$ cat config.mk
export PLATFORM = sky130hd
export DESIGN_NAME = scan_timing_gen
export DESIGN_NICKNAME = d
export VERILOG_FILES = /design/src/rtl/scan_pkg.sv /design/src/rtl/scan_prescaler.sv /design/src/rtl/scan_sequencer.sv /design/src/rtl/scan_line_encoder.sv /design/src/rtl/scan_timing_gen.sv
export SDC_FILE = /design/constraint.sdc
export NUM_CORES = 1
export LEC_CHECK = 0
export ABC_AREA = 1
export BUFFER_PORTS_ARGS = -buffer_cell sky130_fd_sc_hd__buf_4
export CAP_MARGIN = 20
export CORE_MARGIN = 4
export CORE_UTILIZATION = 44
export DETAILED_ROUTE_END_ITERATION = 10
export PLACE_DENSITY = 0.68
export SLEW_MARGIN = 5
export SYNTH_ARGS = -nofsm -noshare
export SYNTH_HDL_FRONTEND = slang
export SYNTH_SLANG_ARGS = --single-unit
export TNS_END_PERCENT = 20
$ cat constraint.sdc
create_clock -name clk -period 1.7 [get_ports clk]
set_input_delay 0.255 -clock clk [delete_from_list [all_inputs] [get_ports clk]]
set_output_delay 0.255 -clock clk [all_outputs]
set_load 0.05 [all_outputs]
$ cat src/rtl/scan_pkg.sv
package scan_pkg;
    localparam int SCAN_W    = 4;
    localparam int DEC_SEL_W = 2;
    localparam int KB_ROWS   = 8;

    typedef enum logic [0:0] {
        SEQ_DWELL = 1'b0,
        SEQ_STEP  = 1'b1
    } seq_state_t;
endpackage

$ cat src/rtl/scan_prescaler.sv
module scan_prescaler #(
    parameter int PRESC_W = 5
) (
    input  logic               clk,
    input  logic               rst,
    input  logic [PRESC_W-1:0] presc_val,
    output logic               tick
);
    localparam logic [PRESC_W-1:0] MIN_DIV = PRESC_W'(2);

    logic [PRESC_W-1:0] pcnt;
    logic [PRESC_W-1:0] div_last;

    // Ratios below two fall back to divide-by-two.
    always_comb begin
        if (presc_val < MIN_DIV)
            div_last = MIN_DIV - PRESC_W'(1);
        else
            div_last = presc_val - PRESC_W'(1);
    end

    always_ff @(posedge clk) begin
        if (rst)
            pcnt <= '0;
        else if (pcnt >= div_last)
            pcnt <= '0;
        else
            pcnt <= pcnt + PRESC_W'(1);
    end

    assign tick = (pcnt == div_last);
endmodule

$ cat src/rtl/scan_sequencer.sv
module scan_sequencer
    import scan_pkg::*;
#(
    parameter int TICKS_PER_DIGIT = 64
) (
    input  logic              clk,
    input  logic              rst,
    input  logic              tick,
    output logic [SCAN_W-1:0] scan_cnt,
    output logic              digit_strobe
);
    localparam int TW = (TICKS_PER_DIGIT > 1) ? $clog2(TICKS_PER_DIGIT) : 1;
    localparam logic [TW-1:0] TLAST = TW'(TICKS_PER_DIGIT - 1);

    seq_state_t        state, state_nx;
    logic [TW-1:0]     tcnt;
    logic              period_done;

    assign period_done = tick && (tcnt == TLAST);

    // State register.
    always_ff @(posedge clk) begin
        if (rst)
            state <= SEQ_DWELL;
        else
            state <= state_nx;
    end

    // Next-state logic.
    always_comb begin
        state_nx = state;
        unique case (state)
            SEQ_DWELL: if (period_done) state_nx = SEQ_STEP;
            SEQ_STEP:  state_nx = SEQ_DWELL;
            default:   state_nx = SEQ_DWELL;
        endcase
    end

    // Tick counter within a digit and the scan position.
    always_ff @(posedge clk) begin
        if (rst) begin
            tcnt     <= '0;
            scan_cnt <= '0;
        end else begin
            if (tick)
                tcnt <= (tcnt == TLAST) ? '0 : tcnt + TW'(1);
            if (state == SEQ_DWELL && state_nx == SEQ_STEP)
                scan_cnt <= scan_cnt + SCAN_W'(1);
        end
    end

    // Outputs.
    always_comb begin
        digit_strobe = (state == SEQ_STEP);
    end
endmodule

$ cat src/rtl/scan_line_encoder.sv
module scan_line_encoder
    import scan_pkg::*;
(
    input  logic              mode_dec,
    input  logic [SCAN_W-1:0] cnt,
    output logic [SCAN_W-1:0] lines,
    output logic              kb_row_active
);
    localparam int DEC_LINES = 1 << DEC_SEL_W;

    logic [DEC_LINES-1:0] cold;

    for (genvar g = 0; g < DEC_LINES; g++) begin : g_cold
        assign cold[g] = (cnt[DEC_SEL_W-1:0] != DEC_SEL_W'(g));
    end

    always_comb begin
        lines         = mode_dec ? SCAN_W'(cold) : cnt;
        kb_row_active = mode_dec || (cnt < SCAN_W'(KB_ROWS));
    end
endmodule

$ cat src/rtl/scan_timing_gen.sv
module scan_timing_gen
    import scan_pkg::*;
#(
    parameter int PRESC_W         = 5,
    parameter int TICKS_PER_DIGIT = 64
) (
    input  logic               clk,
    input  logic               rst,
    input  logic [PRESC_W-1:0] presc_val,
    input  logic               decode_sel,
    output logic [SCAN_W-1:0]  scan_lines,
    output logic [SCAN_W-1:0]  scan_idx,
    output logic               tick,
    output logic               digit_strobe,
    output logic               kb_row_active
);
    logic mode_q;

    always_ff @(posedge clk) begin
        if (rst)
            mode_q <= 1'b0;
        else
            mode_q <= decode_sel;
    end

    scan_prescaler #(.PRESC_W(PRESC_W)) u_presc (
        .clk       (clk),
        .rst       (rst),
        .presc_val (presc_val),
        .tick      (tick)
    );

    scan_sequencer #(.TICKS_PER_DIGIT(TICKS_PER_DIGIT)) u_seq (
        .clk          (clk),
        .rst          (rst),
        .tick         (tick),
        .scan_cnt     (scan_idx),
        .digit_strobe (digit_strobe)
    );

    scan_line_encoder u_enc (
        .mode_dec      (mode_q),
        .cnt           (scan_idx),
        .lines         (scan_lines),
        .kb_row_active (kb_row_active)
    );
endmodule

==> impl_metrics.toml, run 1 <==
[logic_synthesis]
syn_avg_cell_area_um2 = 7.10
syn_nets = 171
synth_edf_count = 0
seq_area_frac_synth_pct = 31.7
synth_ff_type = "dfxtp_1"
synth_top_area_cell = "dfxtp_1"
synthTopCellsByArea = "dfxtp_1 (32%), ha_1 (14%), nand2_1 (9.5%), inv_1 (8.4%), nand3_1 (6.5%)"
synth_top_area_share_pct = 31.7
synthCells = 151
ys_ff_latch = 17
ys_top_cells_by_count = "nand2_1 (27), inv_1 (24), nor2_1 (18), dfxtp_1 (17), nand3_1 (14)"
ys_warn_count = 0
synth_cell_type_count = 23
netlist_area_mm2 = 0.00107
post-synth-top-count-cell = "nand2_1"
async_flop_share_pct = 0

[die]
core_area_mm2 = 0.00228
die_y_um = 57.4
start_util_pct = 47.1
row_count = 17
die_area_mm2 = 0.00329
ios = 19
die_w_um = 57.4

[global_route]
grt_max_degree = 11
grt_pass1_vias = 1045
grt_pass1_wl_mm = 4.26
grt_use_total_pct = 15.5
antenna_found_initial = 0
grt_overflow_total = 0

[routing]
drtPass1Iterations = 3
routed_wirelength_mm = 2.44
post_drt_wl_per_cell_um = 11.7
viasPerCell = 4.97
vias = 1039
drcViolationCount = 0
drt-initial-drc-count = 11
postRouteAntennaNets = 0

[setup_path]
path_buf_inv = 4
path_cells = "buf_8 -> clkinv_8 -> ha_4 -> inv_4 -> nor2_4 -> nand2_2 -> nor3_2 -> a21oi_2 -> ha_1 -> nand2_2 -> nor2_4 -> buf_6"
startpoint_type = "primary input"
r2r_slack_ns = 0.11
slowest_stage = "ha_1"
critPathArrivalTime_ns = 1.58
critPathKind = "primary input to primary output"
worstPathMaxFanout = 2
path_delay_family = "simple AND/OR/NAND/NOR gates"
cp-end-kind = "primary output"
crit_path_max_incr_delay_ns = 0.31
cp.required_ns = 1.44

[final_layout]
drive_gt1_share_pct = 34.3
layout-area-overhead-vs-synth_pct = 38.0
antenna_cells = 0
final_cells = 209
regArea_um2 = 345
finalNetCount = 202
multi_input_area_um2 = 712
fin_util_pct = 65.0
nFillCells = 197

[worst_hold_path]
hold_class = "primary input to flip-flop"

[clock_network]
insertion_delay_ns = 0.29
cts_root_buf = "clkbuf_4"
clock_sinks = 17
cts_tree = "yes"
cts_inserted_buffers = 3
htreeDepth = 1
cts_buffer_depth = 2
path_clk_slew_ns = 0.10
cts_hold_buf = 0

[status]
status = "finished with violations"
violations = "setup timing"

[timing]
max-slew-margin-rel_pct = 79.9
fin_crit_sh_pct = 108
period_needed_ns = 1.84
final-hold-violation-count = 0
finClkSkew_ns = 0.00135
rsz0062_at_grt = "true"
max_freq_ghz = 0.545
setup_slack_ns = -0.135
maxSlewViolCount = 0
whs_ns = 0.165
worstMarginPinSlew_ns = 0.301
setup_viol = 6

[place]
io_buffer_count = 18
dp.cells = 199
globalplace.congestion = 0.802
place_hpwl_mm = 1.86

[power]
powerDensity_mw_per_mm2 = 596
vdd_drop_max_mv = 0.567
p_leak_nw = 0.669

[job]
max-cap-violations = 0
[cells in the final DEF, fill, tap and decap left out, types with 2 or more instances in the layout]
master	instances
nor2_4	5
a21oi_2	4
nor2_2	2
nor2_1	16
clkbuf_4	3
xor2_1	3
dfxtp_1	15
nand2_2	4
a21oi_1	4
buf_4	23
nand3_2	3
o21ai_1	2
nand4_1	2
nand2_1	25
ha_1	11
o21ai_0	4
nand3_1	11
o21ai_2	4
inv_1	21
buf_12	2
[worst paths after layout]
path,start,endpoint,depth (start not counted)
worst max-delay path,presc_val[0],tick,12
worst min-delay path,decode_sel,mode_q$_SDFF_PP0_,3
worst max register to register,u_presc.pcnt[0]$_SDFF_PP0_,u_seq.tcnt[3]$_SDFFE_PP0N_,9
worst min register to register,u_presc.pcnt[0]$_SDFF_PP0_,u_presc.pcnt[0]$_SDFF_PP0_,1
[cell type report]
| class | count | share of cell area, % |
|---|---|---|
| clock buffers | 3 | 1.52 |
| clock inverters | 1 | 0.338 |
| flip-flops and latches | 17 | 23.3 |
| inverters | 25 | 8.20 |
| well taps | 28 | 2.37 |
| multi-input cells | 108 | 48.1 |
| repair buffers | 27 | 16.1 |
[through the flow]
stage	total power [W]	setup TNS, ns	instance area, µm²	setup slack, ns
global placement	0.000632	-4.73	1330	-0.341
global route	0.000934	-1.24	1480	-0.206
detailed placement	0.000643	-6.25	1330	-0.446
floorplan	0.000583	-2.37	1140	-0.251
CTS	0.000875	-0.180	1420	-0.173
finish	0.000882	-0.186	1480	-0.135
[power by group]
part | total [W] | switching (W) | internal (W)
Clock | 0.000214 | 0.000127 | 0.0000875
Sequential | 0.000428 | 0.0000148 | 0.000413
Combinational | 0.000239 | 0.000137 | 0.000102
Total | 0.000882 | 0.000278 | 0.000603
[per-layer routing]
layer,wire length [µm],up-vias,GRT usage [%]
li1,-,538,-
met1,1080,491,19.4
met2,1290,10,28.2
met3,66,0,4.07
met4,0,0,0
met5,0,-,0
[worst min-delay path, delay by kind of cell]
kind / cells / cell delay, ns
and+or+nand+nor: 1 / 0.07
buffers and inverters: 2 / 0.10
[sequential cells by signal, summed over array words and instances, names as in the netlist]
register,cells
u_presc.pcnt,5
u_seq.scan_cnt,4
u_seq.tcnt,6
mode_q,1
u_seq.digit_strobe,1
[kinds of logic after synthesis]
kind of cell / after synthesis / share of synthesized area, %
buffers and inverters: 26 / 9.10
and+or+nand+nor: 72 / 32.1
adders and majority gates: 12 / 14.0
xor gates and xnor gates: 4 / 3.27
DFF: 17 / 31.7
AOI/OAI and AO/OA: 20 / 9.80
[what timing repair did]
item,CTS,global route
buffers inserted,4,2
gates resized for setup,5,14
pin swaps,9,9
endpoints found under the setup margin,15,18
No activity file was read; power rests on OpenSTA's default activity.
==> run 2: changes to the inputs <==
--- a/config.mk
+++ b/config.mk
@@ -11,7 +11,7 @@
 export CORE_MARGIN = 4
 export CORE_UTILIZATION = 44
 export DETAILED_ROUTE_END_ITERATION = 10
-export PLACE_DENSITY = 0.68
+export PLACE_DENSITY = 0.65
 export SLEW_MARGIN = 5
 export SYNTH_ARGS = -nofsm -noshare
 export SYNTH_HDL_FRONTEND = slang
==> constraint.sdc (replaced) <==
create_clock -name clk -period 2.04 [get_ports clk]
set_input_delay 0.306 -clock clk [delete_from_list [all_inputs] [get_ports clk]]
set_output_delay 0.306 -clock clk [all_outputs]
set_load 0.05 [all_outputs]
==> impl_metrics.toml, run 2 (synthesized netlist as in run 1, its figures left out) <==
[die]
core_area_mm2 = 0.00228
row_count = 17
start_util_pct = 47.1
die_w_um = 57.4
die_y_um = 57.4
ios = 19
die_area_mm2 = 0.00329

[global_route]
grt_pass1_vias = 877
grt_max_degree = 10
grt_overflow_total = 0
antenna_found_initial = 0
grt_pass1_wl_mm = 3.68
grtUsageMet3_pct = 4.07
met2_usage_pct = 23.7
use_met1_pct = 17.0
grt.busiest_layer = "met2"
grt_use_total_pct = 14.1

[timing]
max_freq_ghz = 0.516
setup-tns-final_ns = 0
final-hold-violation-count = 0
worstMarginPinSlew_ns = 0.275
fin_crit_sh_pct = 94.9
max-slew-margin-rel_pct = 81.6
maxSlewViolCount = 0
period_needed_ns = 1.94
setup_viol = 0
finClkSkew_ns = 0.0110

[power]
total_power_w = 0.000717
vdd_drop_max_mv = 0.381
powerDensity_mw_per_mm2 = 523
p_leak_nw = 0.635

[routing]
viasPerCell = 4.88
post_drt_wl_per_cell_um = 10.7
drt-initial-drc-count = 38
routed_wirelength_mm = 2.22
drtPass1Iterations = 5
drcViolationCount = 0
vias = 1011
postRouteAntennaNets = 0

[final_layout]
layout-area-overhead-vs-synth_pct = 27.8
drive_gt1_share_pct = 25.7
final_cells = 207
nFillCells = 203
reg_top3 = "u_seq.tcnt x6, u_presc.pcnt x5, u_seq.scan_cnt x4"
largest_register = "u_seq.tcnt"
layout_common_cells = "nand2_1 (26), buf_4 (22), inv_1 (21)"
largest_reg_flops = 6
layout_commonest_cell = "nand2_1"
finalNetCount = 200
antenna_cells = 0

[setup_path]
critPathArrivalTime_ns = 1.63
startpoint_type = "primary input"
cp-end-kind = "primary output"
r2r_slack_ns = 0.47
cp.required_ns = 1.73
critPathKind = "primary input to primary output"
worstPathMaxFanout = 2

[clock_network]
htreeDepth = 1
cts_root_buf = "clkbuf_4"
clock_sinks = 17
cts_buffer_depth = 2
cts_inserted_buffers = 3
cts_hold_buf = 0
path_clk_slew_ns = 0.09
insertion_delay_ns = 0.29
cts_tree = "yes"

[place]
io_buffer_count = 18
place_hpwl_mm = 1.68
dp.cells = 198
globalplace.congestion = 0.736

[status]
status = "finished, final reports clean"

[job]
max-cap-violations = 0

[worst_hold_path]
hold_class = "primary input to flip-flop"
run 2: cell count changes in the layout (fill, tap and decap cells not counted), moves of 2 or more:
cell	previous run	this run
a21oi_1	4	8
nand3_1	11	13
o21ai_1	2	4
a21oi_2	4	0
buf_12	2	0
buf_6	1	3
nand3_2	3	1
o21ai_2	4	1
dfxtp_1	15	17
run 2: final cells by class:
| class | instances | area (µm²) | area share (%) |
|---|---|---|---|
| timing repair buffer | 25 | 199 | 14.5 |
| inverter | 25 | 98.8 | 7.21 |
| multi-input combinational | 108 | 671 | 48.9 |
| tap | 28 | 35.0 | 2.56 |
| clock buffer | 4 | 26.3 | 1.92 |
| sequential | 17 | 340 | 24.8 |
run 2: report_power, final:
group / switching [W] / total [W] / internal (W) / leakage, nW
sequential: 0.0000134 / 0.000359 / 0.000346 / 0.138
combinational: 0.000105 / 0.000181 / 0.0000765 / 0.482
clock: 0.000101 / 0.000177 / 0.0000759 / 0.0150
total: 0.000219 / 0.000717 / 0.000498 / 0.635
run 2: layer usage:
layer / part of all wire [%] / vias to the layer above / routed length (µm)
met3: 3.7 / 4 / 81
met5: 0 / - / 0
met2: 50 / 20 / 1120
met4: 1.2 / 0 / 26
li1: - / 533 / -
met1: 45 / 454 / 989
run 2: critical path: stages:
cell and delay [ns]:
buf_6 0.10, inv_4 0.05, ha_4 0.13, inv_2 0.04, nor2_4 0.09, nand2_2 0.06
nor3_2 0.09, a21oi_1 0.05, ha_1 0.31, nand2_2 0.08, nor2_4 0.14, buf_6 0.17
run 2: final timing paths:
path                              startpoint                        endpoint  cells past startpoint
hold / removal                    decode_sel               mode_q$_SDFF_PP0_                      3
hold reg to reg   u_presc.pcnt[0]$_SDFF_PP0_      u_presc.pcnt[0]$_SDFF_PP0_                      1
setup reg to reg  u_presc.pcnt[0]$_SDFF_PP0_  u_seq.scan_cnt[0]$_SDFFE_PP0P_                      8
setup / recovery                presc_val[0]                            tick                     12
run 2: repair_timing:
action | CTS | global route
gates resized for setup | 8 | 7
setup buffers | 3 | 2
pin swaps | 6 | 6
setup endpoints to repair | 1 | 14
run 2: stage by stage:
| stage | cell area (µm²) | worst slack (ns) | utilization (%) | hold WS [ns] |
|---|---|---|---|---|
| after floorplan | 1080 | -0.0857 | - | 0.413 |
| after detailed placement | 1260 | -0.132 | 55.3 | 0.460 |
| after global routing | 1370 | -0.0310 | 60.2 | 0.206 |
| after CTS | 1330 | 0.000181 | 58.3 | 0.209 |
| after global placement | 1260 | -0.0748 | 55.3 | 0.454 |
| final | 1370 | 0.104 | 60.2 | 0.224 |
==> run 3: changes to the inputs <==
--- a/config.mk
+++ b/config.mk
@@ -8,10 +8,12 @@
 export ABC_AREA = 1
 export BUFFER_PORTS_ARGS = -buffer_cell sky130_fd_sc_hd__buf_4
 export CAP_MARGIN = 20
+export CELL_PAD_IN_SITES_DETAIL_PLACEMENT = 0
+export CELL_PAD_IN_SITES_GLOBAL_PLACEMENT = 1
 export CORE_MARGIN = 4
-export CORE_UTILIZATION = 44
+export CORE_UTILIZATION = 39
 export DETAILED_ROUTE_END_ITERATION = 10
-export PLACE_DENSITY = 0.65
+export PLACE_DENSITY_LB_ADDON = 0.1
 export SLEW_MARGIN = 5
 export SYNTH_ARGS = -nofsm -noshare
 export SYNTH_HDL_FRONTEND = slang
==> impl_metrics.toml, run 3 (synthesized netlist as in run 1, its figures left out) <==
[status]
status = "finished, final reports clean"

[clock_network]
cts_inserted_buffers = 3
cts_buffer_depth = 2
cts_root_buf = "clkbuf_4"
insertion_delay_ns = 0.29
clock_sinks = 17
cts_tree = "yes"
htreeDepth = 1
path_clk_slew_ns = 0.09

[routing]
vias = 1016
drtPass1Iterations = 4
drcViolationCount = 0
viasPerCell = 4.91
post_drt_wl_per_cell_um = 10.2
routed_wirelength_mm = 2.11
drt-initial-drc-count = 32
postRouteAntennaNets = 0

[final_layout]
nFillCells = 266
antenna_cells = 0
multi_input_area_um2 = 669
largest_reg_flops = 6
layout-area-overhead-vs-synth_pct = 26.7
drive_gt1_share_pct = 24.9
reg_top3 = "u_seq.tcnt x6, u_presc.pcnt x5, u_seq.scan_cnt x4"
fin_util_pct = 53.4
layout_common_cells = "nand2_1 (26), inv_1 (21), buf_4 (21)"
layout_commonest_cell = "nand2_1"
regArea_um2 = 340
finalNetCount = 198
largest_register = "u_seq.tcnt"

[die]
die_area_mm2 = 0.00365
core_area_mm2 = 0.00254
die_w_um = 60.4
ios = 19
start_util_pct = 42.1
die_y_um = 60.4
row_count = 18

[power]
swShare_pct = 30.4
combPwrFrac_pct = 24.7
powerDensity_mw_per_mm2 = 524
power_switching_w = 0.000217
seqPwrFrac_pct = 50.3
total_power_w = 0.000712
vdd_drop_max_mv = 0.366
p_leak_nw = 0.624
p_int_w = 0.000495
p_clk_share_pct = 25.1

[setup_path]
cp-startpoint = "presc_val[1]"
cp-end-kind = "primary output"
crit_path_max_incr_delay_ns = 0.30
startpoint_type = "primary input"
path_delay_family = "simple AND/OR/NAND/NOR gates"
path_cells = "buf_4 -> inv_4 -> ha_4 -> inv_4 -> nor2_4 -> nand2_2 -> nor3_2 -> a21oi_2 -> ha_1 -> nand2_2 -> nor2_4 -> buf_8"
path_buf_inv = 4
critPathArrivalTime_ns = 1.63
slowest_stage = "ha_1"
critPathKind = "primary input to primary output"
cp.required_ns = 1.73
worstPathMaxFanout = 2
reg2reg_from = "u_presc.pcnt[0]$_SDFF_PP0_"

[timing]
setup-tns-final_ns = 0
period_needed_ns = 1.93
max_freq_ghz = 0.517
final-hold-violation-count = 0
setup_viol = 0
max-slew-margin-rel_pct = 82.3
worstMarginPinSlew_ns = 0.264
fin_crit_sh_pct = 94.8
maxSlewViolCount = 0
finClkSkew_ns = 0.00456

[global_route]
grt_max_degree = 10
grt_pass1_wl_mm = 3.80
grt_pass1_vias = 920
grt_use_total_pct = 13.9
grt_overflow_total = 0
antenna_found_initial = 0

[worst_hold_path]
min_from = "decode_sel"
hold_class = "primary input to flip-flop"

[job]
max-cap-violations = 0

[place]
place_hpwl_mm = 1.69
globalplace.congestion = 0.716
io_buffer_count = 18
[run 3: power by group through the flow]
stage                     logic [W]  registers [W]  clock network (W)
after floorplan            0.000116       0.000363                  0
after global placement     0.000150       0.000365                  0
after detailed placement   0.000157       0.000366                  0
after CTS                  0.000172       0.000358           0.000192
after global routing       0.000199       0.000360           0.000205
final                      0.000176       0.000358           0.000178
[run 3: worst min-delay path: stages]
cell	delay [ns]
buf_4	0.07
inv_1	0.03
nor2_1	0.06
[run 3: worst paths after layout]
| check | endpoint | cells after the start | slack (ns) |
|---|---|---|---|
| hold reg to reg | u_presc.pcnt[0]$_SDFF_PP0_ | 1 | 0.47 |
| hold / removal | mode_q$_SDFF_PP0_ | 3 | 0.22 |
| setup reg to reg | u_seq.scan_cnt[0]$_SDFFE_PP0P_ | 8 | 0.44 |
| setup / recovery | tick | 12 | 0.11 |
[run 3: repair_timing]
action / 4_1_cts / 5_1_grt
hold buffers: 0 / 0
setup endpoints to repair: 1 / 14
pin swaps: 8 / 7
gates resized for setup: 8 / 8
buffers inserted: 4 / 0
cloned: 0 / 0
[run 3: per-layer routing]
metal	part of all wire (%)	vias up	global-route usage [%]
li1	-	531	-
met1	45	467	16.3
met2	49	16	24.2
met3	4.5	2	4.47
met4	1.0	0	3.72
met5	0	-	0
[run 3: final cells by class]
type,count,area share (%)
multi-input combinational,108,49.3
sequential,17,25.0
timing repair buffer,23,13.5
inverter,25,7.46
tap,30,2.76
clock buffer,4,1.93
[run 3: per-stage QoR]
step / worst slack (ns) / instance area, µm² / std cells / hold slack (ns)
CTS: 0.000669 / 1330 / 207 / 0.205
detailed placement: -0.144 / 1250 / 199 / 0.454
global placement: -0.0901 / 1250 / 199 / 0.445
finish: 0.105 / 1360 / 207 / 0.216
floorplan: -0.0857 / 1080 / 151 / 0.413
global route: -0.00117 / 1360 / 207 / 0.214
